===== src/rtl/dbg_cmd_pkg.sv =====
package dbg_cmd_pkg;
  localparam int CMD_W     = 10;
  localparam int RS_W      = 7;
  localparam int NUM_SLOTS = 15;
  localparam int NUM_WORD  = NUM_SLOTS - 1;

  typedef enum logic [3:0] {
    SL_IDCODE = 4'd0,
    SL_CTRL   = 4'd1,
    SL_IAC0   = 4'd2,
    SL_IAC1   = 4'd3,
    SL_IAC2   = 4'd4,
    SL_IAC3   = 4'd5,
    SL_DAC0   = 4'd6,
    SL_DAC1   = 4'd7,
    SL_CNT    = 4'd8,
    SL_PCQ    = 4'd9,
    SL_STAT   = 4'd10,
    SL_DCTL0  = 4'd11,
    SL_DCTL1  = 4'd12,
    SL_DCTL2  = 4'd13,
    SL_SCAN   = 4'd14
  } slot_e;

  typedef struct packed {
    logic            rd;
    logic            go;
    logic            ex;
    logic [RS_W-1:0] rs;
  } cmd_t;

  localparam cmd_t CMD_RST = '{rd: 1'b0, go: 1'b0, ex: 1'b0, rs: 7'h02};
endpackage


===== src/rtl/dbg_ir_stage.sv =====
module dbg_ir_stage
  import dbg_cmd_pkg::*;
(
  input  logic tck_i,
  input  logic rst_ni,
  input  logic capture_i,
  input  logic shift_i,
  input  logic update_i,
  input  logic tdi_i,
  output logic ir_lsb_o,
  output cmd_t cmd_o
);
  logic [CMD_W-1:0] sh_q;
  cmd_t             cmd_q;

  always_ff @(posedge tck_i or negedge rst_ni) begin
    if (!rst_ni) begin
      sh_q  <= '0;
      cmd_q <= CMD_RST;
    end else begin
      if (capture_i)    sh_q <= cmd_q;
      else if (shift_i) sh_q <= {tdi_i, sh_q[CMD_W-1:1]};
      if (update_i)     cmd_q <= cmd_t'(sh_q);
    end
  end

  assign ir_lsb_o = sh_q[0];
  assign cmd_o    = cmd_q;


  cmd_hold_chk: assert property (@(posedge tck_i) disable iff (!rst_ni)
    !$past(update_i) |-> $stable(cmd_q));
endmodule


===== src/rtl/dbg_rs_decode.sv =====
module dbg_rs_decode
  import dbg_cmd_pkg::*;
(
  input  logic [RS_W-1:0] rs_i,
  output logic            hit_o,
  output slot_e           slot_o,
  output logic            ro_o,
  output logic            long_o
);
  always_comb begin
    hit_o  = 1'b1;
    slot_o = SL_IDCODE;
    unique case (rs_i)
      7'h02:   slot_o = SL_IDCODE;
      7'h10:   slot_o = SL_SCAN;
      7'h12:   slot_o = SL_CTRL;
      7'h20:   slot_o = SL_IAC0;
      7'h21:   slot_o = SL_IAC1;
      7'h22:   slot_o = SL_IAC2;
      7'h23:   slot_o = SL_IAC3;
      7'h24:   slot_o = SL_DAC0;
      7'h25:   slot_o = SL_DAC1;
      7'h2C:   slot_o = SL_CNT;
      7'h2D:   slot_o = SL_PCQ;
      7'h30:   slot_o = SL_STAT;
      7'h31:   slot_o = SL_DCTL0;
      7'h32:   slot_o = SL_DCTL1;
      7'h33:   slot_o = SL_DCTL2;
      default: hit_o  = 1'b0; // bypass code and reserved codes
    endcase
  end

  assign ro_o   = (slot_o == SL_IDCODE) || (slot_o == SL_PCQ);
  assign long_o = hit_o && (slot_o == SL_SCAN);
endmodule


===== src/rtl/dbg_dr_path.sv =====
module dbg_dr_path #(
  parameter int REG_W  = 32,
  parameter int SCAN_W = 64,
  localparam int DR_W  = (SCAN_W > REG_W) ? SCAN_W : REG_W
) (
  input  logic            tck_i,
  input  logic            rst_ni,
  input  logic            capture_i,
  input  logic            shift_i,
  input  logic            long_i,
  input  logic            tdi_i,
  input  logic [DR_W-1:0] cap_val_i,
  output logic [DR_W-1:0] dr_o,
  output logic            byp_o
);
  logic [DR_W-1:0] sh_q, sh_nxt;
  logic            byp_q;

  // TDI enters at the top of the selected chain length
  for (genvar g = 0; g < DR_W; g++) begin : g_bit
    if (g == DR_W - 1) begin : g_top
      assign sh_nxt[g] = tdi_i;
    end else if (g == REG_W - 1) begin : g_tap
      assign sh_nxt[g] = long_i ? sh_q[g+1] : tdi_i;
    end else begin : g_mid
      assign sh_nxt[g] = sh_q[g+1];
    end
  end

  always_ff @(posedge tck_i or negedge rst_ni) begin
    if (!rst_ni) begin
      sh_q  <= '0;
      byp_q <= 1'b0;
    end else if (capture_i) begin
      sh_q  <= cap_val_i;
      byp_q <= 1'b0;
    end else if (shift_i) begin
      sh_q  <= sh_nxt;
      byp_q <= tdi_i;
    end
  end

  assign dr_o  = sh_q;
  assign byp_o = byp_q;
endmodule


===== src/rtl/dbg_cmd_reg.sv =====
module dbg_cmd_reg
  import dbg_cmd_pkg::*;
#(
  parameter int REG_W  = 32,
  parameter int SCAN_W = 64,
  localparam int DR_W  = (SCAN_W > REG_W) ? SCAN_W : REG_W
) (
  input  logic                     tck_i,
  input  logic                     rst_ni,
  input  logic                     capture_ir_i,
  input  logic                     shift_ir_i,
  input  logic                     update_ir_i,
  input  logic                     capture_dr_i,
  input  logic                     shift_dr_i,
  input  logic                     update_dr_i,
  input  logic                     tdi_i,
  input  logic [NUM_WORD*REG_W-1:0] word_rd_i,
  input  logic [SCAN_W-1:0]        scan_rd_i,
  output logic                     tdo_o,
  output logic [NUM_SLOTS-1:0]     wr_en_o,
  output logic [DR_W-1:0]          wr_data_o,
  output logic                     go_o,
  output logic                     exit_o,
  output logic                     rd_mode_o
);
  cmd_t            cmd;
  logic            ir_lsb;
  logic            sel_hit, sel_ro, sel_long;
  slot_e           sel_slot;
  logic [3:0]      word_idx;
  logic [DR_W-1:0] cap_val, dr_q;
  logic            byp_q;
  logic [NUM_SLOTS-1:0] wr_d, wr_q;
  logic            go_q, exit_q, ir_path_q, tdo_q, tdo_d;

  dbg_ir_stage u_ir (
    .tck_i     (tck_i),
    .rst_ni    (rst_ni),
    .capture_i (capture_ir_i),
    .shift_i   (shift_ir_i),
    .update_i  (update_ir_i),
    .tdi_i     (tdi_i),
    .ir_lsb_o  (ir_lsb),
    .cmd_o     (cmd)
  );

  dbg_rs_decode u_dec (
    .rs_i   (cmd.rs),
    .hit_o  (sel_hit),
    .slot_o (sel_slot),
    .ro_o   (sel_ro),
    .long_o (sel_long)
  );

  assign word_idx = (sel_slot < SL_SCAN) ? sel_slot : 4'd0;

  always_comb begin
    cap_val = '0;
    if (sel_long) cap_val[SCAN_W-1:0] = scan_rd_i;
    else          cap_val[REG_W-1:0]  = word_rd_i[int'(word_idx)*REG_W +: REG_W];
  end

  dbg_dr_path #(.REG_W(REG_W), .SCAN_W(SCAN_W)) u_dr (
    .tck_i     (tck_i),
    .rst_ni    (rst_ni),
    .capture_i (capture_dr_i),
    .shift_i   (shift_dr_i),
    .long_i    (sel_long),
    .tdi_i     (tdi_i),
    .cap_val_i (cap_val),
    .dr_o      (dr_q),
    .byp_o     (byp_q)
  );

  always_comb begin
    wr_d = '0;
    if (update_dr_i && !cmd.rd && sel_hit && !sel_ro) wr_d[sel_slot] = 1'b1;
  end

  always_ff @(posedge tck_i or negedge rst_ni) begin
    if (!rst_ni) begin
      wr_q      <= '0;
      go_q      <= 1'b0;
      exit_q    <= 1'b0;
      ir_path_q <= 1'b0;
    end else begin
      wr_q   <= wr_d;
      go_q   <= update_dr_i && cmd.go;
      exit_q <= update_dr_i && cmd.ex;
      if (capture_ir_i)      ir_path_q <= 1'b1;
      else if (capture_dr_i) ir_path_q <= 1'b0;
    end
  end

  assign tdo_d = ir_path_q ? ir_lsb : (sel_hit ? dr_q[0] : byp_q);

  always_ff @(negedge tck_i or negedge rst_ni) begin
    if (!rst_ni) tdo_q <= 1'b0;
    else         tdo_q <= tdo_d;
  end

  assign tdo_o     = tdo_q;
  assign wr_en_o   = wr_q;
  assign wr_data_o = dr_q;
  assign go_o      = go_q;
  assign exit_o    = exit_q;
  assign rd_mode_o = cmd.rd;


  wr_onehot_chk: assert property (@(posedge tck_i) disable iff (!rst_ni)
    $onehot0(wr_en_o));

  rd_no_wr_chk: assert property (@(posedge tck_i) disable iff (!rst_ni)
    $past(update_dr_i) && $past(rd_mode_o) |-> wr_en_o == '0);

  ro_no_wr_chk: assert property (@(posedge tck_i) disable iff (!rst_ni)
    !wr_en_o[SL_IDCODE] && !wr_en_o[SL_PCQ]);

  byp_no_wr_chk: assert property (@(posedge tck_i) disable iff (!rst_ni)
    $past(update_dr_i) && !$past(sel_hit) |-> wr_en_o == '0);

  go_src_chk: assert property (@(posedge tck_i) disable iff (!rst_ni)
    go_o |-> $past(update_dr_i) && $past(cmd.go));

  exit_src_chk: assert property (@(posedge tck_i) disable iff (!rst_ni)
    exit_o |-> $past(update_dr_i) && $past(cmd.ex));
endmodule


===== config.mk =====
export PLATFORM = sky130hd
export DESIGN_NAME = dbg_cmd_reg
export DESIGN_NICKNAME = d
export VERILOG_FILES = /design/src/rtl/dbg_cmd_pkg.sv /design/src/rtl/dbg_ir_stage.sv /design/src/rtl/dbg_rs_decode.sv /design/src/rtl/dbg_dr_path.sv /design/src/rtl/dbg_cmd_reg.sv
export SDC_FILE = /design/constraint.sdc
export NUM_CORES = 1
export LEC_CHECK = 0
export BUFFER_PORTS_ARGS = -buffer_cell sky130_fd_sc_hd__buf_2
export CAP_MARGIN = 20
export CORE_AREA = 2 2 232 234
export CTS_BUF_LIST = sky130_fd_sc_hd__clkbuf_8 sky130_fd_sc_hd__clkbuf_16
export DETAILED_ROUTE_END_ITERATION = 10
export DIE_AREA = 0 0 234 236
export GPL_TIMING_DRIVEN = 0
export PLACE_DENSITY_LB_ADDON = 0.25
export SLEW_MARGIN = 25
export SYNTH_ARGS = -nofsm -noshare
export SYNTH_HDL_FRONTEND = slang
export SYNTH_SLANG_ARGS = --single-unit

===== constraint.sdc =====
create_clock -name tck_i -period 3.99 [get_ports tck_i]
set_input_delay 0.399 -clock tck_i [delete_from_list [all_inputs] [get_ports tck_i]]
set_output_delay 0.399 -clock tck_i [all_outputs]
set_load 0.02 [all_outputs]

==> impl_metrics.csv <==
group,metric,value,unit
status,run_status,"complete, no violations",
power_and_ir_drop,ir_drop,0.211,mV
finish,num-fill-cells,6072,
die,rows,85,
yosys,synth-edff-count,0,
grt,grt_first_pass_wirelength,87.4,mm
clocking,clkTransAtPathRegs,80,ps
power_and_ir_drop,power_density,407,nW/µm²
grt,grt_overflow,0,
placed_design,postPlaceCellArea,12800,µm²
grt,grt_pass1_vias,12100,
worst_hold_path,hold_start,"capture_ir_i",
placed_design,pre_cts_ws,18.5,ps
critical_path,required,2220,ps
critical_path,r2r_end,"tdo_o$_DFF_NN0_",
yosys,synth_warnings,0,
critical_path,slowest_stage,"dfstp_2",
placed_design,hpwl,52.9,mm
finish,nets,2287,
finish,design_area,13100,µm²
critical_path,cp_data_arrival_time,2070,ps
yosys,synth.avg_cell_area,7.66,µm²
clocking,h-tree-depth,3,
critical_path,worstPathBufferInverterCount,1,
die,die_h,236,µm
critical_path,worst_setup_path_end_kind,"register",
sta,tightest_slew,1040,ps
yosys,ys_seq_elements,104,
die,die_w,234,µm
drt,route.detailed.drc,0,
clocking,clock-sinks,104,
sta,setup_tns,0,ps
drt,wl_per_cell,25.6,µm
flow_run,drv_cap,0,
die,ios,604,
clocking,clock-root-buffer,"clkbuf_16",
worst_hold_path,min-delay-path-class,"in -> reg",
critical_path,reg2reg_depth,7,
sta,maxSlewViolCount,0,
finish,area_growth,49.6,%
clocking,clk_path_buf_depth,2,
placed_design,port_buffers,601,
critical_path,critPathCapture,"tdo_o$_DFF_NN0_",
drt,drt_iter0_markers,861,
sta,finClkSkew,14.8,ps
drt,via_per_inst,4.81,
drt,firstDrtPassIters,6,
critical_path,crit_fanout,5,
sta,rsz0062_at_grt,"no",
drt,wl,63.6,mm
clocking,numCtsBuffers,9,
grt,track_usage,22.4,%
drt,vias,11900,
yosys,ys_seq_area_share,29.7,%
yosys,synthDistinctLibCells,53,
sta,setup_slack,153,ps
critical_path,r2r_setup_slack,150,ps
critical_path,worstSetupPathType,"reg -> reg",
yosys,synth_area,8780,µm²
grt,antenna_found_initial,26,
grt,grt_max_degree,57,
clocking,cts_tree,"done",
critical_path,reg2reg_from,"u_ir.cmd_o[1]$_DFFE_PN1P_",
sta,max_slew_margin,30.3,%
critical_path,cp_num_cells,7,
yosys,synthCells,1145,
die,floorplan.initialDensity,16.5,%
die,die-area,55200,µm²
critical_path,startpoint_type,"register",
critical_path,slowest_delay,600,ps
sta,finalSetupViolations,0,
die,core_area,53100,µm²
critical_path,path_cells,"buf_8 > nor2_1 > nor2_1 > o21ai_0 > a21oi_1 > mux2_2 > mux2_2",
yosys,synthArstFlopShare,100,%
critical_path,startpoint,"u_ir.cmd_o[1]$_DFFE_PN1P_",
sta,finalHoldViolations,0,
yosys,synthFlopType,"dfrtp_1",
clocking,worst_skew_pair.late_latency,390,ps
critical_path,cp_top_family,"multiplexers",
finish,drive_gt1_share,40.5,%
power_and_ir_drop,leakage,6.26,nW
placed_design,gp_congestion,0.912,
drt,ant_nets,0,
-- sequential cells by signal, summed over array words and instances, names as in the netlist --
name and cells:
u_dr.byp_o 1, u_ir.sh_q 10, u_dr.dr_o 64, wr_en_o 15
u_ir.cmd_o 10, exit_o 1, ir_path_q 1, tdo_o 1
go_o 1
-- worst min-delay path by stage --
stage / end / slack, ps / depth (start not counted)
5_1_grt: u_ir.sh_q[9]$_DFFE_PN0P_ / 230 / 2
4_1_cts: u_ir.sh_q[9]$_DFFE_PN0P_ / 210 / 2
2_1_floorplan: exit_o$_DFF_PN0_ / 100 / 0
6_report: u_ir.sh_q[9]$_DFFE_PN0P_ / 240 / 2
3_5_place_dp: u_ir.cmd_o[7]$_DFFE_PN0P_ / 350 / 1
3_3_place_gp: u_ir.sh_q[8]$_DFFE_PN0P_ / 490 / 2
-- routing by layer --
metal  routed length, µm  vias up  share of wire, %  GRT usage, %
met3                4050       85               6.4          4.12
met1               26700     5794                42          28.4
met4                1650       10               2.6          7.17
met2               31100      599                49          38.2
li1                    -     5440                 -             -
met5                  65        -              0.10             0
-- logic make-up after synthesis --
kind of cell | after synthesis | share of synthesized area [%]
simple gates | 581 | 29.8
buf+inv | 120 | 6.05
compound gates | 223 | 16.7
xor+xnor | 1 | 0.0998
mux | 115 | 17.7
other cells | 1 | 0.0427
flops | 104 | 29.7
-- synth_stat cells (2+ instances only) --
| master | instances | area, µm² |
|---|---|---|
| mux4_2 | 31 | 698 |
| a31oi_1 | 32 | 200 |
| o2111ai_1 | 2 | 17.5 |
| buf_6 | 5 | 56.3 |
| nand4_1 | 34 | 213 |
| and3_1 | 2 | 12.5 |
| o31ai_1 | 31 | 233 |
| nor3_1 | 2 | 10.0 |
| dfrtp_1 | 102 | 2550 |
| or3b_1 | 2 | 17.5 |
| nor3_2 | 2 | 20.0 |
| clkbuf_1 | 72 | 270 |
| or2_2 | 2 | 12.5 |
| buf_2 | 22 | 110 |
| or3_1 | 3 | 18.8 |
| a21o_1 | 3 | 22.5 |
| o211ai_1 | 32 | 240 |
| mux2i_1 | 74 | 741 |
| a211oi_1 | 2 | 15.0 |
| nor4_1 | 2 | 12.5 |
| nor2_1 | 12 | 45.0 |
| a21oi_1 | 36 | 180 |
| nand2b_1 | 2 | 12.5 |
| nand2_1 | 336 | 1260 |
| nor3b_1 | 4 | 30.0 |
| buf_1 | 14 | 52.6 |
| mux2_2 | 10 | 113 |
| a32oi_1 | 31 | 272 |
| and2_1 | 3 | 18.8 |
| nand3_1 | 163 | 816 |
| buf_4 | 4 | 30.0 |
| o21ai_0 | 51 | 255 |
| inv_1 | 2 | 7.51 |
-- metrics by stage --
| stage | hold slack [ps] | cells | total power [mW] | util, % |
|---|---|---|---|---|
| 6_report | 238 | 2480 | 5.34 | 24.7 |
| 5_1_grt | 229 | 2478 | 5.69 | 24.7 |
| 4_1_cts | 208 | 2463 | 5.40 | 24.6 |
| 3_5_place_dp | 352 | 2446 | 4.43 | 24.0 |
| 3_3_place_gp | 495 | 2443 | 4.39 | 23.9 |
| 2_1_floorplan | 103 | 1146 | 3.05 | - |
-- layout make-up --
cell class / count / area [µm²] / share of cell area, %
diodes: 13 / 32.5 / 0.248
plain buffers: 117 / 533 / 4.06
clock buffers: 10 / 239 / 1.82
clock inverters: 6 / 43.8 / 0.334
inverters: 3 / 11.3 / 0.0858
multi-input cells: 922 / 5680 / 43.3
flip-flops and latches: 104 / 2600 / 19.8
well taps: 696 / 871 / 6.63
repair buffers: 609 / 3110 / 23.7
-- placed cells by master, fill, tap and decap left out, types with 3 or more instances in the layout --
cell       Yosys  layout
a21o_1         3       3
a21oi_1       36      36
a31oi_1       32      32
a32oi_1       31      31
and2_1         3       3
buf_1         14      13
buf_2         22     623
buf_4          4       8
buf_6          5       5
buf_8          0       3
clkbuf_1      72      67
clkbuf_16      0       9
clkbuf_2       0       4
dfrtp_1      102     102
diode_2        0      13
inv_1          2       4
mux2_2        10      10
mux2i_1       74      74
mux4_2        31      31
nand2_1      336     336
nand3_1      163     163
nand4_1       34      34
nor2_1        12      11
nor3_4         1       3
nor3b_1        4       3
o211ai_1      32      32
o21ai_0       51      51
o31ai_1       31      31
or3_1          3       3
-- where the power goes --
part | internal, mW | switching, mW | total (mW)
Sequential | 1.29 | 0.235 | 1.52
Combinational | 1.03 | 1.86 | 2.89
Clock | 0.447 | 0.481 | 0.928
-- what timing repair did --
item / 4_1_cts / 5_1_grt
buffers inserted: 0 / 4
endpoints found under the setup margin: 1 / 1
gates resized for setup: 1 / 5
hold buffers: 1 / 0
pin swaps: 0 / 1
endpoints found under the hold margin: 47 / 0
No activity file was read; power rests on OpenSTA's default activity.
